## config.mk

```make
export PLATFORM = sky130hd
export DESIGN_NAME = msc_sleep_ctrl
export DESIGN_NICKNAME = d
export VERILOG_FILES = /design/src/rtl/msc_pkg.sv /design/src/rtl/msc_sync.sv /design/src/rtl/msc_strobe_dec.sv /design/src/rtl/msc_fsm.sv /design/src/rtl/msc_sleep_ctrl.sv
export SDC_FILE = /design/constraint.sdc
export NUM_CORES = 1
export LEC_CHECK = 0
export BUFFER_PORTS_ARGS = -buffer_cell sky130_fd_sc_hd__clkbuf_2
export CORE_AREA = 2 2 39 41
export CTS_CLUSTER_DIAMETER = 120
export DETAILED_ROUTE_END_ITERATION = 6
export DIE_AREA = 0 0 41 43
export GPL_TIMING_DRIVEN = 0
export HOLD_SLACK_MARGIN = 0.08
export PLACE_DENSITY = 0.55
export RECOVER_POWER = 50
export SYNTH_ARGS = -nofsm -noshare
export SYNTH_HDL_FRONTEND = slang
export SYNTH_HIERARCHICAL = 1
export SYNTH_SLANG_ARGS = --single-unit
```

## constraint.sdc

```tcl
create_clock -name clk -period 2 [get_ports clk]
set_clock_uncertainty 0.1 [all_clocks]
set_input_delay 0.1 -clock clk [delete_from_list [all_inputs] [get_ports clk]]
set_output_delay 0.1 -clock clk [all_outputs]
set_load 0.1 [all_outputs]
```

## src/rtl/msc_pkg.sv

```systemverilog
package msc_pkg;
   typedef enum logic [1:0] {
      ST_ACTIVE  = 2'd0,
      ST_ENTER   = 2'd1,
      ST_ASLEEP  = 2'd2,
      ST_RECOVER = 2'd3
   } msc_state_e;

   function automatic int unsigned msc_max(input int unsigned a, input int unsigned b);
      return (a > b) ? a : b;
   endfunction
endpackage

```

## src/rtl/msc_sync.sv

```systemverilog
module msc_sync #(
   parameter int unsigned STAGES = 2
) (
   input  logic clk,
   input  logic rst_n,
   input  logic d_a,
   output logic q
);
   logic [STAGES-1:0] chain_q;

   generate
      if (STAGES < 2) begin : g_bad_stages
         $error("msc_sync: STAGES must be at least 2");
      end
      for (genvar i = 0; i < STAGES; i++) begin : g_stage
         if (i == 0) begin : g_first
            always_ff @(posedge clk or negedge rst_n) begin
               if (!rst_n) chain_q[0] <= 1'b0;
               else        chain_q[0] <= d_a;
            end
         end else begin : g_next
            always_ff @(posedge clk or negedge rst_n) begin
               if (!rst_n) chain_q[i] <= 1'b0;
               else        chain_q[i] <= chain_q[i-1];
            end
         end
      end
   endgenerate

   assign q = chain_q[STAGES-1];
endmodule

```

## src/rtl/msc_strobe_dec.sv

```systemverilog
module msc_strobe_dec #(
   parameter int unsigned       NUM_CE       = 3,
   parameter logic [NUM_CE-1:0] CE_ACT_LEVEL = 3'b010
) (
   input  logic [NUM_CE-1:0] ce_pin,
   input  logic              adsp_n,
   input  logic              adsc_n,
   output logic              strobe_any
);
   logic [NUM_CE-1:0] ce_act;

   generate
      if (NUM_CE < 1) begin : g_bad_ce
         $error("msc_strobe_dec: NUM_CE must be at least 1");
      end
      for (genvar i = 0; i < NUM_CE; i++) begin : g_ce
         if (CE_ACT_LEVEL[i]) begin : g_hi
            assign ce_act[i] = ce_pin[i];
         end else begin : g_lo
            assign ce_act[i] = ~ce_pin[i];
         end
      end
   endgenerate

   assign strobe_any = (|ce_act) | ~adsp_n | ~adsc_n;
endmodule

```

## src/rtl/msc_fsm.sv

```systemverilog
module msc_fsm
   import msc_pkg::*;
#(
   parameter int unsigned ENTRY_CYCLES = 2,
   parameter int unsigned EXIT_CYCLES  = 2
) (
   input  logic       clk,
   input  logic       rst_n,
   input  logic       req_s,
   input  logic       strobe_any,
   output msc_state_e state_q,
   output logic       abort_q,
   output logic       err_q
);
   localparam int unsigned MAXC  = msc_max(ENTRY_CYCLES, EXIT_CYCLES);
   localparam int unsigned CNT_W = (MAXC < 2) ? 1 : $clog2(MAXC);
   localparam logic [CNT_W-1:0] ENT_LOAD = CNT_W'(ENTRY_CYCLES - 1);
   localparam logic [CNT_W-1:0] EXT_LOAD = CNT_W'(EXIT_CYCLES - 1);

   generate
      if (ENTRY_CYCLES < 1 || EXIT_CYCLES < 1) begin : g_bad_lat
         $error("msc_fsm: latencies must be at least 1");
      end
   endgenerate

   msc_state_e       state_d;
   logic [CNT_W-1:0] cnt_q, cnt_d;

   always_comb begin
      state_d = state_q;
      cnt_d   = cnt_q;
      unique case (state_q)
         ST_ACTIVE: if (req_s) begin
            state_d = ST_ENTER;
            cnt_d   = ENT_LOAD;
         end
         ST_ENTER: begin
            if (cnt_q == '0) state_d = ST_ASLEEP;
            else             cnt_d   = cnt_q - 1'b1;
         end
         ST_ASLEEP: if (!req_s) begin
            state_d = ST_RECOVER;
            cnt_d   = EXT_LOAD;
         end
         ST_RECOVER: begin
            if (cnt_q == '0) state_d = ST_ACTIVE;
            else             cnt_d   = cnt_q - 1'b1;
         end
         default: state_d = ST_ACTIVE;
      endcase
   end

   always_ff @(posedge clk or negedge rst_n) begin
      if (!rst_n) begin
         state_q <= ST_ACTIVE;
         cnt_q   <= '0;
         abort_q <= 1'b0;
         err_q   <= 1'b0;
      end else begin
         state_q <= state_d;
         cnt_q   <= cnt_d;
         abort_q <= (state_q == ST_ACTIVE) && req_s;
         err_q   <= err_q | ((state_q != ST_ACTIVE) && strobe_any);
      end
   end

   AST_ABORT_SINGLE: assert property (@(posedge clk) disable iff (!rst_n)
      abort_q |=> !abort_q) else $error("abort pulse longer than one cycle");
   AST_ERR_STICKY: assert property (@(posedge clk) disable iff (!rst_n)
      err_q |=> err_q) else $error("deselect error cleared without reset");
   AST_ERR_ACTIVE_CLEAN: assert property (@(posedge clk) disable iff (!rst_n)
      (!err_q && state_q == ST_ACTIVE) |=> !err_q) else $error("error set from ACTIVE");
endmodule

```

## src/rtl/msc_sleep_ctrl.sv

```systemverilog
module msc_sleep_ctrl
   import msc_pkg::*;
#(
   parameter int unsigned       NUM_CE       = 3,
   parameter logic [NUM_CE-1:0] CE_ACT_LEVEL = 3'b010,
   parameter int unsigned       SYNC_STAGES  = 2,
   parameter int unsigned       ENTRY_CYCLES = 2,
   parameter int unsigned       EXIT_CYCLES  = 2
) (
   input  logic              clk,
   input  logic              rst_n,
   input  logic              sleep_req_a,
   input  logic [NUM_CE-1:0] ce_pin,
   input  logic              adsp_n,
   input  logic              adsc_n,
   input  logic              wr_req,
   output logic              in_sleep,
   output logic              core_pd,
   output logic              access_ok,
   output logic              wr_en,
   output logic              abort_acc,
   output logic              deselect_err
);
   logic       req_s;
   logic       strobe_any;
   msc_state_e state_q;

   msc_sync #(.STAGES(SYNC_STAGES)) u_sync (
      .clk(clk), .rst_n(rst_n), .d_a(sleep_req_a), .q(req_s)
   );

   msc_strobe_dec #(.NUM_CE(NUM_CE), .CE_ACT_LEVEL(CE_ACT_LEVEL)) u_dec (
      .ce_pin(ce_pin), .adsp_n(adsp_n), .adsc_n(adsc_n), .strobe_any(strobe_any)
   );

   msc_fsm #(.ENTRY_CYCLES(ENTRY_CYCLES), .EXIT_CYCLES(EXIT_CYCLES)) u_fsm (
      .clk(clk), .rst_n(rst_n), .req_s(req_s), .strobe_any(strobe_any),
      .state_q(state_q), .abort_q(abort_acc), .err_q(deselect_err)
   );

   assign access_ok = (state_q == ST_ACTIVE);
   assign in_sleep  = ~access_ok;
   assign core_pd   = (state_q == ST_ASLEEP);
   assign wr_en     = wr_req & access_ok;

   AST_NO_WR_ASLEEP: assert property (@(posedge clk) disable iff (!rst_n)
      in_sleep |-> !wr_en) else $error("write issued while sleeping");
   AST_OK_NOT_PD: assert property (@(posedge clk) disable iff (!rst_n)
      access_ok |-> !core_pd) else $error("access allowed while powered down");
   AST_ENTRY_LEN: assert property (@(posedge clk) disable iff (!rst_n)
      $rose(core_pd) |-> ($past(in_sleep) && $past(in_sleep, 2) && !$past(core_pd, 2)))
      else $error("entry shorter than two cycles");
   AST_EXIT_LEN: assert property (@(posedge clk) disable iff (!rst_n)
      $rose(access_ok) |-> (!$past(core_pd) && !$past(core_pd, 2) && $past(in_sleep, 2)))
      else $error("recovery shorter than two cycles");
endmodule

```

==> results of run 1 <==
==> cell usage after synthesis <==
cell type,count
dfrtp_1,7
ha_1,4
inv_1,3
nor2_1,3
a21oi_1,2
nor2b_1,2
a21o_1,1
a31o_1,1
a31oi_1,1
and2_2,1
mux2_1,1
mux2i_1,1
nand2_1,1
nand2b_1,1
nand4_1,1
nor3b_1,1
o21ai_2,1
or2_1,1
==> final cells by class <==
cell class                      instances  share of cell area (%)
Multi-Input combinational cell         23                    34.4
Sequential cell                         7                    33.7
Timing Repair Buffer                   18                    20.7
Clock buffer                            3                    4.33
Tap cell                               16                    3.85
Inverter                                3                    2.16
Clock inverter                          1                   0.962
==> flip-flops by register name (all words and copies together), names as in the netlist <==
signal          count
u_sync/q            1
u_sync/chain_q      1
u_fsm/cnt_q         1
u_fsm/state_q       2
u_fsm/err_q         1
u_fsm/abort_q       1
==> worst max-delay path by stage <==
| stage | depth (start not counted) | slack (ns) | startpoint | to |
|---|---|---|---|---|
| final | 4 | 0.36 | u_fsm/state_q[0] | u_fsm/cnt_q |
| after global routing | 4 | 0.26 | u_fsm/state_q[0] | u_fsm/cnt_q |
| after CTS | 4 | 0.34 | u_fsm/state_q[0] | u_fsm/cnt_q |
| after detailed placement | 4 | 0.34 | u_fsm/state_q[0] | u_fsm/cnt_q |
| after global placement | 4 | 0.33 | u_fsm/state_q[0] | u_fsm/cnt_q |
| after floorplan | 1 | 0.008 | u_fsm/state_q[1] | core_pd |
==> kinds of logic (layout without fill, tap and decap cells) <==
logic type / after synthesis / after routing / synth area share (%)
mux: 2 / 2 / 5.90
flops: 7 / 7 / 48.6
fa+ha+maj: 4 / 4 / 13.9
simple gates: 11 / 11 / 17.0
buf+inv: 3 / 25 / 3.12
compound gates: 6 / 6 / 11.5
==> metrics by stage <==
step | cells | setup WS [ns]
after floorplan | 33 | 0.00823
after detailed placement | 63 | 0.345
after global routing | 71 | 0.259
after CTS | 71 | 0.335
final | 71 | 0.356
after global placement | 63 | 0.335
==> per-layer routing <==
layer  part of all wire [%]  vias to the layer above  routed length, um  GRT usage, %
li1                       -                      155                  -             -
met1                     38                      143                270          9.21
met2                     51                       13                361          16.3
met3                    7.7                        4                 55          7.85
met4                    3.2                        0                 23          6.00
met5                      0                        -                  0             0
==> cell usage in the layout (no fill, tap or decap) <==
| master | netlist | layout |
|---|---|---|
| nand4_1 | 1 | 1 |
| clkbuf_1 | 0 | 2 |
| or2_1 | 1 | 1 |
| ha_1 | 4 | 4 |
| nand2b_1 | 1 | 1 |
| inv_1 | 3 | 3 |
| and2_2 | 1 | 1 |
| mux2i_1 | 1 | 1 |
| a31oi_1 | 1 | 1 |
| dfrtp_1 | 7 | 7 |
| nand2_1 | 1 | 1 |
| clkbuf_4 | 0 | 3 |
| nor3b_2 | 0 | 1 |
| dlygate4sd3_1 | 0 | 4 |
| clkinv_2 | 0 | 1 |
| a21o_1 | 1 | 1 |
| clkbuf_2 | 0 | 12 |
| a31o_1 | 1 | 1 |
| a21oi_1 | 2 | 2 |
| nor2_1 | 3 | 3 |
| nor2b_1 | 2 | 2 |
| mux2_1 | 1 | 1 |
| o21ai_2 | 1 | 1 |
==> run metrics, run 1 <==
status complete, no violations; Fillers 141; Crit path largest cell delay 0.48 ns; Clock Latency Late Sink 0.25 ns; post_cts resized 0; total clock sinks 7; # port buffers 14; Final setup violation count 0; Fin Setup TNS 0 ns; share of the synthesized area in the top cell type 48.6%; syn nets 46; crit-path cells inv_1 -> ha_1 -> mux2i_1 -> mux2_1; DRT antenna net count 0; worst-case reg-to-reg path depth 4; DRT Pass-1 Iters 4; gpl congestion 0.612; number of CTS-inserted buffers 3; top post-synthesis cells by area dfrtp_1, ha_1, nor2b_1; via count 315; fin util 37.6%; worst r2r dst u_fsm/cnt_q; Worst Path Max Fanout 8; Cell Area, Placed 455 um2; Max-Cap Viols 0; hold_buf cts 4; Residual DRC 0; RSZ-0062 raised after global routing false; Starting DRT DRC Count 9; area of the core 0.00138 mm2; CP max stage cell dfrtp_1; vias in the first global route 280; Area Growth Syn to Fin 44.4%; type of the worst min-delay path input port to async pin; Syn Std Cell Area 360 um2; worst rel slew slack 22.9%; final hold vios 0; Tmin final 1.64 ns; Finished Cell Area 520 um2; post-DR wirelength/cell 10.0 um; first-pass GRT wire length 1100 um; period utilization 82.2%; largest net degree at the start of global routing 9; yosys warns 6; I/O pin count 15; hold slack 0.170 ns; area leader, netlist dfrtp_1; CP Launch Type flop; Die Y 43 um; CTS max path bufs 2; GRT Resource Usage Total 10.5%; number of antenna diodes 0; row count 14; Final nets 69; Reg2Reg Launch Point u_fsm/state_q[0]; Remaining Overflow, GRT 0; TritonCTS clock tree built; CP Class flop to flop; post-synthesis sequential area ratio 48.6%; Die X 41 um; Routed WL 711 um; Mapped Cells 33; htree depth 1; initial core utilization 26.0%; post-CTS setup buffer count 0; Die ar. 0.00176 mm2; Via density 4.44; initial antenna violation count 0; Max Slew Vio Count 0; CP arrival 1.68 ns; worst reg-to-reg setup slack 0.36 ns; Netlist cell types 18; Bufs and invs on worst path 1; #FFs+latches synth 7; CTS root buf clkbuf_4; share of layout cells above drive strength 1 34.5%; Largest delay share family, worst path multiplexers; clk slew on worst S/H paths 0.05 ns; Worst Max-Slew Pin Slew 1.16 ns; Register Area 175 um2; Multi-input gate area 179 um2; crit end category flop; Worst EP required 2.04 ns; HPWL after DPL 488 um; Mean Syn Cell Area 10.9 um2; FMAX 608 MHz
Power of run 1 is left out: the tool's default activity adds up to more than one toggle a clock period on the data nets, which glitch-free logic cannot reach.
==> inputs of run 2 (changes only) <==
--- a/config.mk
+++ b/config.mk
@@ -12,7 +12,7 @@
 export DIE_AREA = 0 0 41 43
 export GPL_TIMING_DRIVEN = 0
 export HOLD_SLACK_MARGIN = 0.08
-export PLACE_DENSITY = 0.55
+export PLACE_DENSITY = 0.57
 export RECOVER_POWER = 50
 export SYNTH_ARGS = -nofsm -noshare
 export SYNTH_HDL_FRONTEND = slang
==> constraint.sdc (replaced) <==
create_clock -name clk -period 1.4 [get_ports clk]
set_clock_uncertainty 0.1 [all_clocks]
set_input_delay 0.07 -clock clk [delete_from_list [all_inputs] [get_ports clk]]
set_output_delay 0.07 -clock clk [all_outputs]
set_load 0.1 [all_outputs]
==> run 2 against run 1 <==
Net effect:
- the run now ends with negative setup slack left
- maximum frequency up 13%
- via count unchanged
- global-route usage down 0.37 points
- core utilization up 8.7 points
- setup slack worse by 0.42 ns
- sequential share of layout area down 5.9 points
- wire length up 5.9%
- non-clock buffer count up 3
- register-to-register slack worse by 0.42 ns
- critical path type unchanged
- critical endpoint unchanged
- highest routed layer is now met3
==> run metrics, run 2 (synthesis gave the netlist of run 1 again) <==
status complete, but fails checks; failing checks negative setup slack; hold_sp adsp_n; worst reg-to-reg setup slack -0.06 ns (-0.42 ns); Final setup violation count 2 (+2); max reg flops 2 (unchanged); Biggest register u_fsm/state_q; Worst Path Max Fanout 8 (unchanged); CP max stage cell dfrtp_2; Residual DRC 0 (unchanged); Area Growth Syn to Fin 77.8%; Max Slew Vio Count 0 (unchanged); period utilization 104% (+22 points); CP arrival 1.49 ns (-0.19 ns); total clock sinks 7 (unchanged); Max-Cap Viols 0 (unchanged); CTS max path bufs 2 (unchanged); HPWL after DPL 487 um (-0.12%); worst r2r dst u_fsm/cnt_q; I/O pin count 15 (unchanged); Final nets 72 (+4.3%); Via density 4.26 (-4.1%); first-pass GRT wire length 1220 um (+11%); largest net degree at the start of global routing 9 (unchanged); met3 global-route usage 1.57% (-6.3 points); Worst EP required 1.43 ns (-0.61 ns); number of antenna diodes 0 (unchanged); post-DR wirelength/cell 10.2 um (+1.6%); # port buffers 14 (unchanged); fin util 46.3% (+8.7 points); Starting DRT DRC Count 2 (-7); hold slack 0.141 ns (-0.0295 ns); row count 14 (unchanged); number of CTS-inserted buffers 3 (unchanged); Reg2Reg Launch Point u_fsm/state_q[0]; layer with the highest usage met2; GRT Resource Usage Total 10.1% (-0.37 points); Die Y 43 um (unchanged); Setup WS post-layout -0.0594 ns (-0.416 ns); RSZ-0062 raised after global routing true; Remaining Overflow, GRT 0 (unchanged); CP Launch Type flop; Crit path largest cell delay 0.49 ns (about the same); most common cell after layout, fill and taps aside clkbuf_2; final hold vios 0 (unchanged); initial antenna violation count 0 (unchanged); DRT antenna net count 0 (unchanged); FMAX 685 MHz (+13%); Tmin final 1.46 ns (-0.184 ns); type of the worst min-delay path input port to flop; crit-path cells inv_4 -> ha_4 -> mux2i_4 -> mux2_4; CP Class flop to flop; clk slew on worst S/H paths 0.05 ns (about the same); via count 315 (unchanged); initial core utilization 26.0% (unchanged); crit end category flop; Worst Hold Depth 4; htree depth 1 (unchanged); Die X 41 um (unchanged); met2 Resource Use GR 14.4% (-1.9 points); GR Util met1 14.0% (+4.7 points); commonest cells after routing, fill and taps aside clkbuf_2, dlygate4sd3_1, dfrtp_1; CTS root buf clkbuf_4; Bufs and invs on worst path 1 (unchanged); worst rel slew slack 64.1% (+41 points); Routed WL 753 um (+5.9%); TritonCTS clock tree built; Hold Crit Endpoint u_fsm/err_q; worst-case reg-to-reg path depth 4 (unchanged); Clock Latency Late Sink 0.25 ns (about the same); Die ar. 0.00176 mm2 (unchanged); vias in the first global route 297 (+6.1%); share of layout cells above drive strength 1 53.4% (+19 points); DRT Pass-1 Iters 4 (unchanged); Largest delay share family, worst path multiplexers; area of the core 0.00138 mm2 (unchanged); Worst Max-Slew Pin Slew 0.541 ns (-0.621 ns); Fin Setup TNS -0.0849 ns (-0.0849 ns); gpl congestion 0.735 (+20%)
==> run 2: stage by stage <==
stage	cell area, um2	instances	setup WS, ns
2_1_floorplan	388	33	-0.0696
3_3_place_gp	478	63	-0.124
3_5_place_dp	478	63	-0.145
4_1_cts	629	74	-0.0565
5_1_grt	641	74	-0.100
6_report	641	74	-0.0594
==> run 2: metal layers <==
metal / vias to the layer above / wire (um)
li1: 161 / -
met1: 141 / 361
met2: 13 / 354
met3: 0 / 38
met4: 0 / 0
met5: - / 0
==> run 2: how the worst max path moves through the flow <==
stage / slack, ns / to / from / depth (start not counted)
detailed placement: -0.14 / u_fsm/cnt_q / u_fsm/state_q[0] / 4
floorplan: -0.07 / wr_en / u_fsm/state_q[0] / 1
CTS: -0.06 / u_fsm/cnt_q / u_fsm/state_q[0] / 4
finish: -0.06 / u_fsm/cnt_q / u_fsm/state_q[0] / 4
global route: -0.1 / u_fsm/cnt_q / u_fsm/state_q[0] / 4
global placement: -0.12 / u_fsm/cnt_q / u_fsm/state_q[1] / 4
==> run 2: area by class of cell <==
type                       instances  area [um2]
clock buffer                       4        26.3
fill                             136         743
inverter                           3        13.8
multi-input combinational         23         241
sequential                         7         178
tap                               16        20.0
timing repair buffer              21         161
==> run 2: worst register-to-register path, stage by stage (launching register included) <==
cell	delay, ns
dfrtp_2	0.49
inv_4	0.07
ha_4	0.18
mux2i_4	0.18
mux2_4	0.32
==> run 2: repair_timing <==
action                     4_1_cts  5_1_grt
hold endpoints to repair         9        0
setup endpoints to repair        6        7
gates resized for setup         12        6
pin swaps                        1        2
setup buffers                    1        0
hold buffers                     6        0
Power of run 2 is left out for the same reason.
